<file path="config.mk">
export PLATFORM = sky130hd
export DESIGN_NAME = blkreg_slave
export DESIGN_NICKNAME = d
export VERILOG_FILES = /design/src/rtl/blkreg_pkg.sv /design/src/rtl/blkreg_linesync.sv /design/src/rtl/blkreg_bank.sv /design/src/rtl/blkreg_proto.sv /design/src/rtl/blkreg_slave.sv
export SDC_FILE = /design/constraint.sdc
export NUM_CORES = 1
export LEC_CHECK = 0
export ABC_AREA = 1
export BUFFER_PORTS_ARGS = -buffer_cell sky130_fd_sc_hd__clkbuf_2
export CAP_MARGIN = 40
export CORE_MARGIN = 4
export CORE_UTILIZATION = 62
export DETAILED_ROUTE_END_ITERATION = 8
export MAX_ROUTING_LAYER = met4
export PLACE_DENSITY = 0.93
export SKIP_CTS_REPAIR_TIMING = 1
export SYNTH_ARGS = -nofsm -noshare
export SYNTH_HDL_FRONTEND = slang
export SYNTH_SLANG_ARGS = --single-unit
</file>
<file path="constraint.sdc">
create_clock -name clk -period 5.9 [get_ports clk]
set_clock_uncertainty 0.1 [all_clocks]
set_input_delay 0.295 -clock clk [delete_from_list [all_inputs] [get_ports clk]]
set_output_delay 0.295 -clock clk [all_outputs]
set_load 0.01 [all_outputs]
</file>
<file path="src/rtl/blkreg_pkg.sv">
package blkreg_pkg;

  typedef enum logic [2:0] {
    PH_IDLE,
    PH_RX,
    PH_ACK_OUT,
    PH_TX,
    PH_ACK_IN
  } phase_e;

  typedef enum logic [1:0] {
    BY_ADDR,
    BY_INDEX,
    BY_COUNT,
    BY_DATA
  } byte_role_e;

  // Starting index folded into the bank.
  function automatic int unsigned wrap_index(int unsigned v, int unsigned n);
    return v % n;
  endfunction

  // Next register after v, back to 0 past the last one.
  function automatic int unsigned step_index(int unsigned v, int unsigned n);
    return (v + 1 >= n) ? 0 : v + 1;
  endfunction

  // Power-on contents of register i.
  function automatic logic [7:0] reset_value(int unsigned i);
    int unsigned t;
    t = i * 37 + 92;
    return t[7:0];
  endfunction

  function automatic logic addr_hit(logic [7:0] b, logic [6:0] dev);
    return b[7:1] == dev;
  endfunction

endpackage

</file>
<file path="src/rtl/blkreg_linesync.sv">
module blkreg_linesync #(
  parameter int STAGES = 2
) (
  input  logic clk,
  input  logic rst_n,
  input  logic scl_i,
  input  logic sda_i,
  output logic sda_lvl,
  output logic scl_rise,
  output logic scl_fall,
  output logic start_det,
  output logic stop_det
);

  logic [STAGES-1:0] scl_sh;
  logic [STAGES-1:0] sda_sh;
  logic scl_prev;
  logic sda_prev;
  logic scl_lvl;

  always_ff @(posedge clk or negedge rst_n) begin
    if (!rst_n) begin
      scl_sh   <= '1;
      sda_sh   <= '1;
      scl_prev <= 1'b1;
      sda_prev <= 1'b1;
    end else begin
      scl_sh   <= {scl_sh[STAGES-2:0], scl_i};
      sda_sh   <= {sda_sh[STAGES-2:0], sda_i};
      scl_prev <= scl_sh[STAGES-1];
      sda_prev <= sda_sh[STAGES-1];
    end
  end

  assign scl_lvl   = scl_sh[STAGES-1];
  assign sda_lvl   = sda_sh[STAGES-1];
  assign scl_rise  = scl_lvl & ~scl_prev;
  assign scl_fall  = ~scl_lvl & scl_prev;
  assign start_det = scl_lvl & scl_prev & sda_prev & ~sda_lvl;
  assign stop_det  = scl_lvl & scl_prev & ~sda_prev & sda_lvl;

endmodule

</file>
<file path="src/rtl/blkreg_bank.sv">
module blkreg_bank
  import blkreg_pkg::*;
#(
  parameter int NUM_REGS = 8,
  localparam int IDX_W = (NUM_REGS > 1) ? $clog2(NUM_REGS) : 1
) (
  input  logic                  clk,
  input  logic                  rst_n,
  input  logic                  wr_en,
  input  logic [IDX_W-1:0]      idx,
  input  logic [7:0]            wr_data,
  input  logic                  cnt_we,
  output logic [7:0]            rd_byte,
  output logic [7:0]            cnt_q,
  output logic [NUM_REGS*8-1:0] regs_flat
);

  logic [7:0]          bank_q [NUM_REGS];
  logic [NUM_REGS-1:0] hit;

  for (genvar g = 0; g < NUM_REGS; g++) begin : g_slot
    assign hit[g]             = wr_en && (idx == IDX_W'(g));
    assign regs_flat[g*8 +: 8] = bank_q[g];
  end

  always_ff @(posedge clk or negedge rst_n) begin
    if (!rst_n) begin
      for (int unsigned i = 0; i < NUM_REGS; i++) bank_q[i] <= reset_value(i);
      cnt_q <= 8'(NUM_REGS);
    end else begin
      for (int unsigned i = 0; i < NUM_REGS; i++) begin
        if (hit[i]) bank_q[i] <= wr_data;
      end
      if (cnt_we) cnt_q <= wr_data;
    end
  end

  assign rd_byte = bank_q[idx];

endmodule

</file>
<file path="src/rtl/blkreg_proto.sv">
module blkreg_proto
  import blkreg_pkg::*;
#(
  parameter int         NUM_REGS = 8,
  parameter logic [6:0] DEV_ADDR = 7'h6A,
  localparam int IDX_W = (NUM_REGS > 1) ? $clog2(NUM_REGS) : 1
) (
  input  logic             clk,
  input  logic             rst_n,
  input  logic             scl_rise,
  input  logic             scl_fall,
  input  logic             start_det,
  input  logic             stop_det,
  input  logic             sda_lvl,
  input  logic [7:0]       rd_byte,
  input  logic [7:0]       cnt_byte,
  output logic             sda_oe,
  output logic [IDX_W-1:0] ptr,
  output logic             wr_en,
  output logic             cnt_we,
  output logic [7:0]       wr_data
);

  phase_e     phase;
  byte_role_e role;
  logic [3:0] bit_cnt;
  logic [7:0] shreg;
  logic       rd_mode;
  logic       ack_go;
  logic       acked;

  logic [7:0]       rx_byte;
  logic             byte_end;
  logic [IDX_W-1:0] next_ptr;
  logic [IDX_W-1:0] index_ptr;
  byte_role_e       next_role;

  assign rx_byte   = {shreg[6:0], sda_lvl};
  assign byte_end  = (phase == PH_RX) && scl_rise && (bit_cnt == 4'd7);
  assign next_ptr  = IDX_W'(step_index(32'(ptr), NUM_REGS));
  assign index_ptr = IDX_W'(wrap_index(32'(rx_byte), NUM_REGS));
  assign wr_en     = byte_end && (role == BY_DATA);
  assign cnt_we    = byte_end && (role == BY_COUNT);
  assign wr_data   = rx_byte;

  always_comb begin
    unique case (role)
      BY_ADDR:  next_role = BY_INDEX;
      BY_INDEX: next_role = BY_COUNT;
      default:  next_role = BY_DATA;
    endcase
  end

  always_ff @(posedge clk or negedge rst_n) begin
    if (!rst_n) begin
      phase   <= PH_IDLE;
      role    <= BY_ADDR;
      bit_cnt <= '0;
      shreg   <= '0;
      sda_oe  <= 1'b0;
      rd_mode <= 1'b0;
      ack_go  <= 1'b0;
      acked   <= 1'b0;
      ptr     <= '0;
    end else if (start_det) begin
      phase   <= PH_RX;
      role    <= BY_ADDR;
      bit_cnt <= '0;
      sda_oe  <= 1'b0;
      rd_mode <= 1'b0;
    end else if (stop_det) begin
      phase  <= PH_IDLE;
      sda_oe <= 1'b0;
    end else begin
      unique case (phase)
        PH_RX: begin
          if (scl_rise) begin
            shreg   <= rx_byte;
            bit_cnt <= bit_cnt + 4'd1;
          end
          if (byte_end) begin
            unique case (role)
              BY_ADDR: begin
                ack_go  <= addr_hit(rx_byte, DEV_ADDR);
                rd_mode <= rx_byte[0];
              end
              BY_INDEX: begin
                ack_go <= 1'b1;
                ptr    <= index_ptr;
              end
              BY_COUNT: ack_go <= 1'b1;
              BY_DATA: begin
                ack_go <= 1'b1;
                ptr    <= next_ptr;
              end
            endcase
          end
          if (scl_fall && bit_cnt == 4'd8) begin
            if (ack_go) begin
              sda_oe <= 1'b1;
              phase  <= PH_ACK_OUT;
            end else begin
              phase <= PH_IDLE;
            end
          end
        end
        PH_ACK_OUT: begin
          if (scl_fall) begin
            bit_cnt <= '0;
            if (role == BY_ADDR && rd_mode) begin
              phase  <= PH_TX;
              sda_oe <= ~cnt_byte[7];
              shreg  <= {cnt_byte[6:0], 1'b0};
            end else begin
              phase  <= PH_RX;
              sda_oe <= 1'b0;
              role   <= next_role;
            end
          end
        end
        PH_TX: begin
          if (scl_rise) bit_cnt <= bit_cnt + 4'd1;
          if (scl_fall) begin
            if (bit_cnt == 4'd8) begin
              sda_oe <= 1'b0;
              phase  <= PH_ACK_IN;
            end else begin
              sda_oe <= ~shreg[7];
              shreg  <= {shreg[6:0], 1'b0};
            end
          end
        end
        PH_ACK_IN: begin
          if (scl_rise) acked <= ~sda_lvl;
          if (scl_fall) begin
            if (acked) begin
              bit_cnt <= '0;
              sda_oe  <= ~rd_byte[7];
              shreg   <= {rd_byte[6:0], 1'b0};
              ptr     <= next_ptr;
              phase   <= PH_TX;
            end else begin
              phase <= PH_IDLE;
            end
          end
        end
        default: ;
      endcase
    end
  end

endmodule

</file>
<file path="src/rtl/blkreg_slave.sv">
module blkreg_slave
  import blkreg_pkg::*;
#(
  parameter int         NUM_REGS    = 8,
  parameter logic [6:0] DEV_ADDR    = 7'h6A,
  parameter int         SYNC_STAGES = 2,
  localparam int IDX_W = (NUM_REGS > 1) ? $clog2(NUM_REGS) : 1
) (
  input  logic                  clk,
  input  logic                  rst_n,
  input  logic                  scl_i,
  input  logic                  sda_i,
  output logic                  sda_oe_o,
  output logic [NUM_REGS*8-1:0] regs_o
);

  // Named internal events, visible to the bound checker.
  logic             ev_sda_lvl;
  logic             ev_scl_rise;
  logic             ev_scl_fall;
  logic             ev_start;
  logic             ev_stop;
  logic             ev_wr_en;
  logic             ev_cnt_we;
  logic [7:0]       ev_wr_data;
  logic [IDX_W-1:0] cur_ptr;
  logic [7:0]       rd_byte;
  logic [7:0]       cnt_q;

  blkreg_linesync #(.STAGES(SYNC_STAGES)) u_sync (
    .clk       (clk),
    .rst_n     (rst_n),
    .scl_i     (scl_i),
    .sda_i     (sda_i),
    .sda_lvl   (ev_sda_lvl),
    .scl_rise  (ev_scl_rise),
    .scl_fall  (ev_scl_fall),
    .start_det (ev_start),
    .stop_det  (ev_stop)
  );

  blkreg_proto #(.NUM_REGS(NUM_REGS), .DEV_ADDR(DEV_ADDR)) u_proto (
    .clk       (clk),
    .rst_n     (rst_n),
    .scl_rise  (ev_scl_rise),
    .scl_fall  (ev_scl_fall),
    .start_det (ev_start),
    .stop_det  (ev_stop),
    .sda_lvl   (ev_sda_lvl),
    .rd_byte   (rd_byte),
    .cnt_byte  (cnt_q),
    .sda_oe    (sda_oe_o),
    .ptr       (cur_ptr),
    .wr_en     (ev_wr_en),
    .cnt_we    (ev_cnt_we),
    .wr_data   (ev_wr_data)
  );

  blkreg_bank #(.NUM_REGS(NUM_REGS)) u_bank (
    .clk       (clk),
    .rst_n     (rst_n),
    .wr_en     (ev_wr_en),
    .idx       (cur_ptr),
    .wr_data   (ev_wr_data),
    .cnt_we    (ev_cnt_we),
    .rd_byte   (rd_byte),
    .cnt_q     (cnt_q),
    .regs_flat (regs_o)
  );

endmodule

</file>
Yosys cells after proc, flatten, opt, wreduce, memory -nomap -nowiden
Index checks and enable logic that the tools add are counted.

word-level totals
  register bits after elaboration = 102
  bits of input ports = 4
  output and inout bits = 65
  logic and storage cells = 176

cells by class
  add/sub/neg operators = 2
  order comparisons = 2
  equality and inequality tests = 39
  mux-type cells = 58
  bitwise gates (word level) = 17
  reduce and logical (&&, ||, !) cells = 36

operators with widths
  cell                count
  $mux 8              9
  $mux 3              11
  $pmux 8 s4          1
  $bmux 8 s3          1
  $mux 4              6
  $ne 4x3->1 const B  6
  $mux 2              8
  $reduce_and 4->1    4
  $eq 3x3->1 const B  5
  $mux 1              15
  $logic_and 1x1->1   14
  $ne 2x1->1 const B  7
  $reduce_and 7->1    2
  $eq 3x2->1 const B  4
  $pmux 3 s2          2
  $pmux 3 s4          1
  $pmux 4 s3          1
  $reduce_and 6->1    2
  $reduce_bool 2->1   6
  $reduce_and 10->1   1
  $ne 3x2->1 const B  3
  $not 1->1           9
  $ge 4x4->1 const B  2
  $reduce_bool 4->1   2
  22 further kinds    32

Longest topological paths before layout
Gate-level depths: netlist of the first run.

  depth after elaboration = 10
  depth in mapped cells = 12
  gate-level depth less buffers = 11

By module
Synthesis of the first run repeated with hierarchy kept, for this count alone.

second synthesis, totals
  cells, all modules = 732
  area total of the unflattened synthesis = 5465.2 um^2

by module, submodules not included
  module           instances  cells an instance  area an instance (um^2)  sequential area each (um^2)
  blkreg_bank      1          439                3424.5                   1843.0
  blkreg_proto     1          276                1841.8                   600.6
  blkreg_linesync  1          17                 198.9                    157.7

Worst setup path before layout of the first run
Ideal clock, no wire load.

  kind = reg2reg
  start point = register u_proto.ptr[1]
  end point = register u_bank.bank_q (netlist bit u_bank.regs_flat[46])
  library setup time = 0.128 ns
  arrival = 1.615 ns
  required time = 5.672 ns
  setup slack = 4.057 ns
  stages on the path, launching flop included = 9
  buffers on the path = 3
  period minus slack after synthesis = 1.843 ns
  cells stage by stage = dfrtp_1 clkbuf_1 inv_1 clkbuf_1 ha_1 nand3_4 buf_6 nand2_1 o21ai_2

between the ends
  cells in the longest elaborated chain, start to end = 2

RTL lines
  element                        RTL line             source
  start, declared                blkreg_proto.sv:18   output logic [IDX_W-1:0] ptr,
  start signal, assigned         blkreg_proto.sv:89   ptr <= index_ptr;
  start signal, assigned         blkreg_proto.sv:94   ptr <= next_ptr;
  start signal, assigned         blkreg_proto.sv:140  ptr <= next_ptr;
  $eq 3x3->1                     blkreg_bank.sv:22    assign hit[g] = wr_en && (idx == IDX_W'(g));
  $logic_and 1x1->1              blkreg_bank.sv:22
  end signal, assigned by index  blkreg_bank.sv:32    if (hit[i]) bank_q[i] <= wr_data;
  end, declared                  blkreg_bank.sv:18    logic [7:0] bank_q [NUM_REGS];

No other way between the ends.
A chain may end at the register's enable or synchronous reset.

Worst setup path after layout of the first run
  start point = register u_proto.ptr[0]
  end point = register u_proto.shreg[1]

between the ends
  cells in the longest elaborated chain, start to end = 7

RTL lines
  element                                    RTL line             source
  $not 3->4 (not written as such)            blkreg_bank.sv:38    assign rd_byte = bank_q[idx];
  $bmux 8 s3                                 blkreg_bank.sv:38
  $mux 8 (not written as such) (2 in a row)  blkreg_bank.sv:38
  $mux 8                                     blkreg_proto.sv:136  if (acked) begin
  $mux 8                                     blkreg_proto.sv:135  if (scl_fall) begin
  $pmux 8 s4                                 blkreg_proto.sv:75   unique case (phase)
  end signal, assigned                       blkreg_proto.sv:78   shreg <= rx_byte;
  end signal, assigned                       blkreg_proto.sv:129  shreg <= {shreg[6:0], 1'b0};
  end signal, assigned                       blkreg_proto.sv:139  shreg <= {rd_byte[6:0], 1'b0};
  end, declared                              blkreg_proto.sv:27   logic [7:0] shreg;

No other way between the ends. The select of a mux whose other input is x is not followed.

==> flow_summary.toml, run 1 <==
[worst_setup_path]
critPathLaunchType = "flop"
crit_type = "reg -> reg"
critPathMaxFanout = 37
cp-end-kind = "flop"
ff2ff_path_depth = 8
crit_arrival_ns = 2.75
critPathRequiredTime_ns = 6.06

[route]
drtIter0Drc = 352
detailedRoute.firstPassIterationCount = 5
drc_errors = 0
vias_per_cell = 5.804
wire_per_inst_um = 16.71
ant_nets = 0
dr_total_vias = 4777
wl_mm = 13.76

[clock_network]
htree_levels = 3
clk_latency_ns = 0.37
cts_made_buffers = 9
cts_buffer_depth = 2
clock_sinks = 102
cts_tree = "done"
cts.clk_slew.worst_paths_ns = 0.09
clockRootBuffer = "clkbuf_8"

[job]
drv_cap = 0

[finish]
fillers = 630
layout-drive-gt1-share_pct = 20.61
fin_nets = 725
final_core_util_pct = 70.36
final_cell_area_um2 = 5811
diodes = 0
instances_no_fill = 823
syn2layout_area_growth_pct = 10.13

[yosys]
yosysTopAreaCellShare_pct = 29.88
syn_area_per_cell_um2 = 8.031
syn-instance-count = 657
syn-num-nets = 669
synth_cell_types = 32
synthTopCellsByArea = "dfrtp_1 (30%), dfstp_2 (19%), nand2_1 (14%), nor2_1 (6.3%), o21ai_0 (5.3%)"
synth-seq-area-share_pct = 49.30
synth_seq_cells = 102
syn_area_um2 = 5276
yosys_warnings = 0
yosysTopAreaCell = "dfrtp_1"

[min_path]
hold_path.class = "reg -> reg"
hold_depth = 0

[place]
post-place-cells = 804
portBuffers = 68
place.gp.congestion = 0.9701
placed_area_um2 = 5589
place_hpwl_mm = 9.933
dp_slack_ns = 3.396

[timing]
holdWs_ns = 0.2608
timing.fmax_mhz = 386.3
slew_viol_final = 0
worst_pin_slew_ns = 0.8681
period_share_pct = 43.87
final.setup.worst_slack_ns = 3.312
rsz0062_at_grt = "false"
fin_setup_tns_ns = 0
hold_violations = 0
setup_violations = 0
min_period_ns = 2.588
slew_headroom_pct = 42.13

[die]
die_area_um2 = 10050
io_pins = 69
start_util_pct = 63.89
core_um2 = 8258
row_count = 33
die_h_um = 100.3
fp.dieW_um = 100.3

[global_route]
grt_start_max_net_pins = 60
first_global_vias = 4389
antenna_found_initial = 0
grt_pass1_wl_mm = 22.43
groute.usage.overall_pct = 29.32
grt_overflow = 0

[power]
cellPowerDensity_nw_per_um2 = 273.9
power_frac_seq_pct = 49.6
pwr-share-comb_pct = 23.1
switchingPower_uw = 557.9
swShare_pct = 35.06
power.total_mw = 1.592
power.share.clock_pct = 27.3
peakVddDrop_mv = 0.2119
p_leak_nw = 2.761
p_int_mw = 1.034

[outcome]
status = "finished, final reports clean"
[layout make-up]
type / instances / area (µm²) / area share [%]
Timing Repair Buffer: 73 / 387.9 / 6.675
Sequential cell: 102 / 2601 / 44.77
Clock inverter: 5 / 60.06 / 1.034
Clock buffer: 11 / 131.4 / 2.261
Multi-Input combinational cell: 492 / 2367 / 40.74
Tap cell: 105 / 131.4 / 2.261
Inverter: 35 / 131.4 / 2.261
[power by group through the flow]
stage / clock network (mW) / registers, mW / logic [mW]
6_report: 0.435 / 0.789 / 0.368
5_1_grt: 0.470 / 0.796 / 0.417
3_3_place_gp: 0 / 0.798 / 0.348
3_5_place_dp: 0 / 0.800 / 0.362
2_1_floorplan: 0 / 0.792 / 0.256
4_1_cts: 0.439 / 0.788 / 0.363
[Yosys cell counts]
| cell type | number |
|---|---|
| o21ai_2 | 7 |
| nor2_1 | 88 |
| nand3b_1 | 1 |
| inv_1 | 31 |
| nand4_1 | 2 |
| buf_2 | 3 |
| buf_6 | 9 |
| nand2_1 | 201 |
| dfrtp_1 | 63 |
| o21ai_0 | 56 |
| nand3_2 | 1 |
| nor3_1 | 5 |
| dfstp_2 | 39 |
| o21ai_1 | 42 |
| inv_2 | 3 |
| nor2_2 | 2 |
| ha_1 | 8 |
| xor2_1 | 1 |
| o2bb2ai_1 | 7 |
| nand2_4 | 3 |
| o211ai_1 | 1 |
| nand3_4 | 6 |
| o21a_1 | 1 |
| a211oi_1 | 1 |
| a31oi_1 | 3 |
| nand3_1 | 49 |
| nor2_8 | 1 |
| clkbuf_1 | 16 |
| nand4_4 | 1 |
| or2_2 | 1 |
| clkinv_1 | 1 |
| a21oi_1 | 4 |
[worst max-delay path, stage by stage, from the launching register on]
cell and delay, ns:
dfrtp_1 0.34, buf_4 0.33, clkinv_1 0.75, o21ai_0 0.53, nand3_1 0.15, nand3_1 0.10, nand2_1 0.05, nand2_1 0.06
nand2_1 0.05
[sequential cells by signal (all words and copies together) (netlist names)]
| signal | cells |
|---|---|
| u_proto.role | 2 |
| u_sync.scl_sh | 2 |
| u_sync.sda_prev | 1 |
| u_bank.regs_flat | 64 |
| u_proto.acked | 1 |
| u_proto.ack_go | 1 |
| u_proto.phase | 3 |
| u_proto.shreg | 8 |
| u_sync.scl_prev | 1 |
| u_bank.cnt_q | 8 |
| u_proto.ptr | 3 |
| u_proto.rd_mode | 1 |
| u_proto.bit_cnt | 4 |
| u_proto.sda_oe | 1 |
| u_sync.sda_sh | 2 |
[cells in the final DEF, fill, tap and decap left out, drive strengths merged, types with 5 or more instances in the layout]
master   Yosys  layout
clkbuf      16      78
dfrtp       63      63
dfstp       39      39
ha           8       8
inv         34      34
nand2      204     204
nand3       56      56
nor2        91      91
nor3         5       5
o21ai      105     105
o2bb2ai      7       7
[cell families (layout without fill, tap and decap cells)]
family,count (synthesis),count (layout),synth area share (%)
buf+inv,63,124,5.833
flops,102,102,49.30
xor+xnor,1,1,0.1660
compound gates,122,122,12.78
fa+ha+maj,8,8,1.897
simple gates,361,361,30.02
[metal layers]
metal / GRT usage, % / part of all wire [%] / vias to the layer above
li1: - / - / 2254
met1: 39.31 / 41 / 2237
met2: 45.41 / 48 / 243
met3: 4.170 / 7.8 / 43
met4: 11.61 / 3.6 / 0
met5: - / 0 / -
[path summary, 6_finish.rpt]
path | start | endpoint | slack (ns)
setup / recovery | u_proto.ptr[0] | u_proto.shreg[1] | 3.31
hold / removal | u_sync.scl_sh[0] | u_sync.scl_sh[1] | 0.26
setup reg to reg | u_proto.ptr[0] | u_proto.shreg[1] | 3.31
hold reg to reg | u_sync.scl_sh[0] | u_sync.scl_sh[1] | 0.26
max in group asynchronous | rst_n | u_proto.shreg[5] | 4.23
min in group asynchronous | rst_n | u_bank.regs_flat[19] | 0.33
(Power assumes the default switching activity.)
==> run 2: changes to the inputs <==
--- a/config.mk
+++ b/config.mk
@@ -9,10 +9,10 @@
 export BUFFER_PORTS_ARGS = -buffer_cell sky130_fd_sc_hd__clkbuf_2
 export CAP_MARGIN = 40
 export CORE_MARGIN = 4
-export CORE_UTILIZATION = 62
+export CORE_UTILIZATION = 58
 export DETAILED_ROUTE_END_ITERATION = 8
 export MAX_ROUTING_LAYER = met4
-export PLACE_DENSITY = 0.93
+export PLACE_DENSITY = 0.88
 export SKIP_CTS_REPAIR_TIMING = 1
 export SYNTH_ARGS = -nofsm -noshare
 export SYNTH_HDL_FRONTEND = slang
==> constraint.sdc (replaced) <==
create_clock -name clk -period 2.4 [get_ports clk]
set_clock_uncertainty 0.1 [all_clocks]
set_input_delay 0.12 -clock clk [delete_from_list [all_inputs] [get_ports clk]]
set_output_delay 0.12 -clock clk [all_outputs]
set_load 0.01 [all_outputs]
==> run 2 against run 1 <==
  * Power rose to 2.5 times the previous value
  * Clock power rose to 2.6 times the previous value
  * Routed wire length up 1.5%
==> flow_summary.toml, run 2 (synthesis results as in run 1) <==
[outcome]
status = "finished, final reports clean"

[worst_setup_path]
critPathLaunchType = "flop"
critPathRequiredTime_ns = 2.60
worstReg2RegStart = "u_proto.phase[2]"
ff2ff_path_depth = 10
crit_type = "reg -> reg"
critPathLaunch = "u_proto.phase[2]"
cp-end-kind = "flop"
critPathMaxFanout = 16
crit_arrival_ns = 2.21

[timing]
final.setup.worst_slack_ns = 0.3925
rsz0062_at_grt = "false"
holdWs_ns = 0.1792
hold_violations = 0
worst_pin_slew_ns = 0.5848
setup_violations = 0
fin_setup_tns_ns = 0
slew_headroom_pct = 61.01
slew_viol_final = 0
min_period_ns = 2.008
timing.fmax_mhz = 498.1
period_share_pct = 83.65

[power]
cellPowerDensity_nw_per_um2 = 677.7
p_leak_nw = 2.821
peakVddDrop_mv = 0.3705

[place]
post-place-cells = 816
dp_slack_ns = 0.4194
place_hpwl_mm = 9.990
portBuffers = 68
place.gp.congestion = 0.9391

[finish]
final_cell_mix = "nand2_1 (201), nor2_1 (88), clkbuf_2 (67)"
largest_register_ffs = 64
diodes = 0
fillers = 693
fin_nets = 734
layout-drive-gt1-share_pct = 21.87
instances_no_fill = 835
syn2layout_area_growth_pct = 12.00
final_common_cell = "nand2_1"

[route]
drc_errors = 0
vias_per_cell = 5.841
ant_nets = 0
dr_total_vias = 4877
wl_mm = 13.96
drtIter0Drc = 377
wire_per_inst_um = 16.71
detailedRoute.firstPassIterationCount = 5

[global_route]
grt_pass1_wl_mm = 22.51
first_global_vias = 4530
met2_usage_pct = 45.15
antenna_found_initial = 0
grt_use_met3_pct = 4.091
groute.usage.overall_pct = 27.99
grt_overflow = 0
grt_start_max_net_pins = 58
met1_usage_pct = 36.24
top_usage_layer = "met2"

[clock_network]
clock_sinks = 102
cts_tree = "done"
clk_latency_ns = 0.37
cts_buffer_depth = 2
cts.clk_slew.worst_paths_ns = 0.10
cts_made_buffers = 9
htree_levels = 3
clockRootBuffer = "clkbuf_8"

[die]
fp.dieW_um = 103.4
die_h_um = 103.4
start_util_pct = 59.92
io_pins = 69
die_area_um2 = 10690
core_um2 = 8806
row_count = 34

[min_path]
hold_path.class = "in -> async"

[job]
drv_cap = 0
run 2: cell count changes in the layout (fill, tap and decap cells not counted), sizes merged:
cell and change:
buf +9, clkinv -1, inv +2, clkbuf -1
run 2: area by class of cell:
| class | count | area [µm²] | share of cell area [%] |
|---|---|---|---|
| Clock buffer | 10 | 137.6 | 2.329 |
| Sequential cell | 102 | 2601 | 44.02 |
| Timing Repair Buffer | 82 | 467.9 | 7.919 |
| Multi-Input combinational cell | 492 | 2367 | 40.06 |
| Inverter | 35 | 131.4 | 2.223 |
| Clock inverter | 6 | 68.82 | 1.165 |
| Tap cell | 108 | 135.1 | 2.287 |
run 2: path summary, 6_finish.rpt:
kind                                        end  slack (ns)
setup / recovery               u_proto.shreg[2]        0.39
hold / removal             u_bank.regs_flat[22]        0.18
setup reg to reg               u_proto.shreg[2]        0.39
hold reg to reg                u_sync.sda_sh[1]        0.26
max in group asynchronous       u_sync.sda_prev        1.25
min in group clk               u_sync.sda_sh[1]        0.26
run 2: power by group:
group / total (mW) / switching, mW / internal (mW)
logic: 0.929 / 0.688 / 0.241
registers: 1.94 / 0.112 / 1.83
clock network: 1.13 / 0.614 / 0.519
total: 4.00 / 1.41 / 2.59
run 2: metrics by stage:
stage	cell area, µm²	utilization [%]	power (mW)
2_1_floorplan	5276	-	2.575
3_3_place_gp	5673	64.42	2.838
3_5_place_dp	5673	64.42	2.875
4_1_cts	5879	66.77	3.991
5_1_grt	5909	67.11	4.214
6_report	5909	67.11	4.005
run 2: per-layer routing:
metal / routed length (µm) / up-vias / part of all wire (%)
li1: - / 2285 / -
met1: 5791 / 2291 / 41
met2: 6794 / 270 / 49
met3: 1080 / 31 / 7.7
met4: 291 / 0 / 2.1
met5: 0 / - / 0
run 2: worst max-delay path, stage by stage (launching register included):
cell,delay [ns]
dfrtp_1,0.48
inv_2,0.10
nand3_1,0.23
inv_2,0.14
nand2_1,0.12
nand2_1,0.07
inv_1,0.07
nand3_2,0.27
nor2_1,0.21
nand2_1,0.09
nand2_1,0.07
==> run 3: changes to the inputs <==
--- a/config.mk
+++ b/config.mk
@@ -5,14 +5,14 @@
 export SDC_FILE = /design/constraint.sdc
 export NUM_CORES = 1
 export LEC_CHECK = 0
-export ABC_AREA = 1
+export ABC_AREA = 0
 export BUFFER_PORTS_ARGS = -buffer_cell sky130_fd_sc_hd__clkbuf_2
 export CAP_MARGIN = 40
 export CORE_MARGIN = 4
-export CORE_UTILIZATION = 58
+export CORE_UTILIZATION = 52
 export DETAILED_ROUTE_END_ITERATION = 8
 export MAX_ROUTING_LAYER = met4
-export PLACE_DENSITY = 0.88
+export PLACE_DENSITY = 0.84
 export SKIP_CTS_REPAIR_TIMING = 1
 export SYNTH_ARGS = -nofsm -noshare
 export SYNTH_HDL_FRONTEND = slang
==> constraint.sdc (replaced) <==
create_clock -name clk -period 1.7 [get_ports clk]
set_clock_uncertainty 0.1 [all_clocks]
set_input_delay 0.085 -clock clk [delete_from_list [all_inputs] [get_ports clk]]
set_output_delay 0.085 -clock clk [all_outputs]
set_load 0.01 [all_outputs]
==> run 3 against run 2 <==
  * The flow now finishes with violations (negative setup slack)
  * Sequential share of layout area shrank 6.1 points
  * Register-to-register slack got worse by 0.99 ns
  * Clock power increased by 43%
==> flow_summary.toml, run 3 <==
[yosys]
synthMuxAreaShare_pct = 25.43
yosysTopAreaCell = "dfrtp_1"
syn_area_um2 = 5077
synth_edf_count = 0
synth_common_cells = "mux2_2 (80), dfrtp_1 (63), dfstp_2 (39)"
synthTopCellsByArea = "dfrtp_1 (31%), dfstp_2 (20%), mux2_2 (18%), mux4_2 (7.1%), ha_1 (2.0%)"
synthAdderAreaFrac_pct = 1.971
synth_top_family_by_area = "multiplexers"
syn-num-nets = 395
syn-instance-count = 383
synth_cell_types = 54
synth-seq-area-share_pct = 51.23
ys_async_sr_fraction_pct = 100.0
yosysTopAreaCellShare_pct = 31.05
yosys.area_share.simple_pct = 10.84
syn_area_per_cell_um2 = 13.26
synth-main-ff-cell = "dfrtp_1"
synth_xor_area_share_pct = 0.1725
yosysMostFrequentCell = "mux2_2"
synth_compound_area_share_pct = 7.689
yosys_warnings = 0
synth_seq_cells = 102

[route]
drtIter0Drc = 412
drc_errors = 0
vias_per_cell = 5.940
wl_mm = 14.44
detailedRoute.firstPassIterationCount = 5
dr_total_vias = 4039
wire_per_inst_um = 21.24
ant_nets = 0

[worst_setup_path]
critPathMaxFanout = 7
critPathLaunch = "u_sync.scl_sh[1]"
crit_top_cell = "buf_4"
slowest_stage = "dfstp_2"
worstReg2RegStart = "u_sync.scl_sh[1]"
cp-end-kind = "flop"
crit_type = "reg -> reg"
crit_path_max_incr_delay_ns = 0.54
crit_arrival_ns = 2.47
critPathLaunchType = "flop"
cp_cell_sequence = "or3b_4 -> nor4_4 -> buf_4 -> buf_4 -> o2111ai_4 -> buf_6 -> a211oi_2 -> a21oi_1"
critPathRequiredTime_ns = 1.87

[finish]
fin_nets = 558
syn2layout_area_growth_pct = 35.21
seq_area_um2 = 2604
instances_no_fill = 680
fillers = 579
final_cell_area_um2 = 6865
multi_input_area_um2 = 2600
final_cell_mix = "buf_4 (91), clkbuf_2 (67), mux2_2 (64)"
final_common_cell = "buf_4"
diodes = 0
layout-drive-gt1-share_pct = 66.61
largest_register_ffs = 64

[die]
die_area_um2 = 11410
start_util_pct = 54.18
io_pins = 69
die_h_um = 106.8
row_count = 35
fp.dieW_um = 106.8
core_um2 = 9371

[place]
dp_slack_ns = -0.6158
portBuffers = 68
place_hpwl_mm = 9.473
place.gp.congestion = 0.9013
placed_area_um2 = 6320
post-place-cells = 648

[clock_network]
clock_sinks = 102
clk_latency_ns = 0.38
cts_buffer_depth = 2
cts.clk_slew.worst_paths_ns = 0.11
htree_levels = 3
cts_tree = "done"
cts_made_buffers = 9
clockRootBuffer = "clkbuf_8"

[job]
drv_cap = 0

[global_route]
first_global_vias = 4186
grt_overflow = 0
grt_pass1_wl_mm = 21.72
grt_start_max_net_pins = 43
antenna_found_initial = 0
groute.usage.overall_pct = 25.40

[power]
power.total_mw = 7.702
cellPowerDensity_nw_per_um2 = 1122
p_leak_nw = 3.273
peakVddDrop_mv = 0.7426

[timing]
worst_pin_slew_ns = 0.5704
min_period_ns = 2.301
slew_headroom_pct = 61.97
holdWs_ns = 0.1237
period_share_pct = 135.4
hold_violations = 0
rsz0062_at_grt = "true"
timing.fmax_mhz = 434.5
slew_viol_final = 0
final.setup.worst_slack_ns = -0.6014
setup_violations = 91

[min_path]
hold_path.class = "in -> async"

[outcome]
violations = "negative setup slack"
status = "finished, violations left"
-- run 3: routing by layer --
metal | part of all wire (%) | GRT usage (%) | vias up
li1 | - | - | 1751
met1 | 39 | 31.01 | 2087
met2 | 52 | 41.28 | 153
met3 | 5.5 | 4.877 | 48
met4 | 3.3 | 11.60 | 0
met5 | 0 | - | -
-- run 3: cell families after synthesis --
| family | Yosys count |
|---|---|
| flops | 102 |
| mux | 99 |
| simple gates | 89 |
| xor+xnor | 1 |
| fa+ha+maj | 8 |
| compound gates | 53 |
| buf+inv | 31 |
-- run 3: area by class of cell --
class / count / share of cell area (%)
Clock buffer: 9 / 1.804
Multi-Input combinational cell: 250 / 37.87
Inverter: 7 / 0.3827
Timing Repair Buffer: 176 / 18.37
Clock inverter: 7 / 1.294
Sequential cell: 102 / 37.93
Tap cell: 129 / 2.351
-- run 3: critical path, delay by kind of cell, from the launching register on --
family | cells | cell delay, ns
flip-flops | 1 | 0.54
AND/OR/NAND/NOR | 2 | 0.61
buffers and inverters | 3 | 0.51
AO/OA/AOI/OAI | 3 | 0.44
-- run 3: worst paths after layout --
| check | endpoint | slack [ns] | cells after the start |
|---|---|---|---|
| setup reg to reg | u_proto.ptr[1] | -0.60 | 8 |
| min in group clk | u_sync.sda_sh[0] | 0.23 | 2 |
| hold / removal | u_proto.bit_cnt[1] | 0.12 | 2 |
| hold reg to reg | u_sync.sda_sh[1] | 0.26 | 0 |
| max in group asynchronous | u_bank.regs_flat[31] | 0.67 | 3 |
| setup / recovery | u_proto.ptr[1] | -0.60 | 8 |
-- run 3: through the flow --
step	TNS (ns)	utilization (%)
after global routing	-49.44	73.26
after global placement	-37.87	67.44
final	-45.00	73.26
after floorplan	-45.31	-
after detailed placement	-40.90	67.44
after CTS	-43.53	69.71
-- run 3: power by group --
group	leakage (nW)	internal (mW)	switching, mW
Sequential	1.25	2.66	0.262
Clock	0.107	0.608	1.01
Combinational	1.91	1.51	1.65
Total	3.27	4.78	2.93
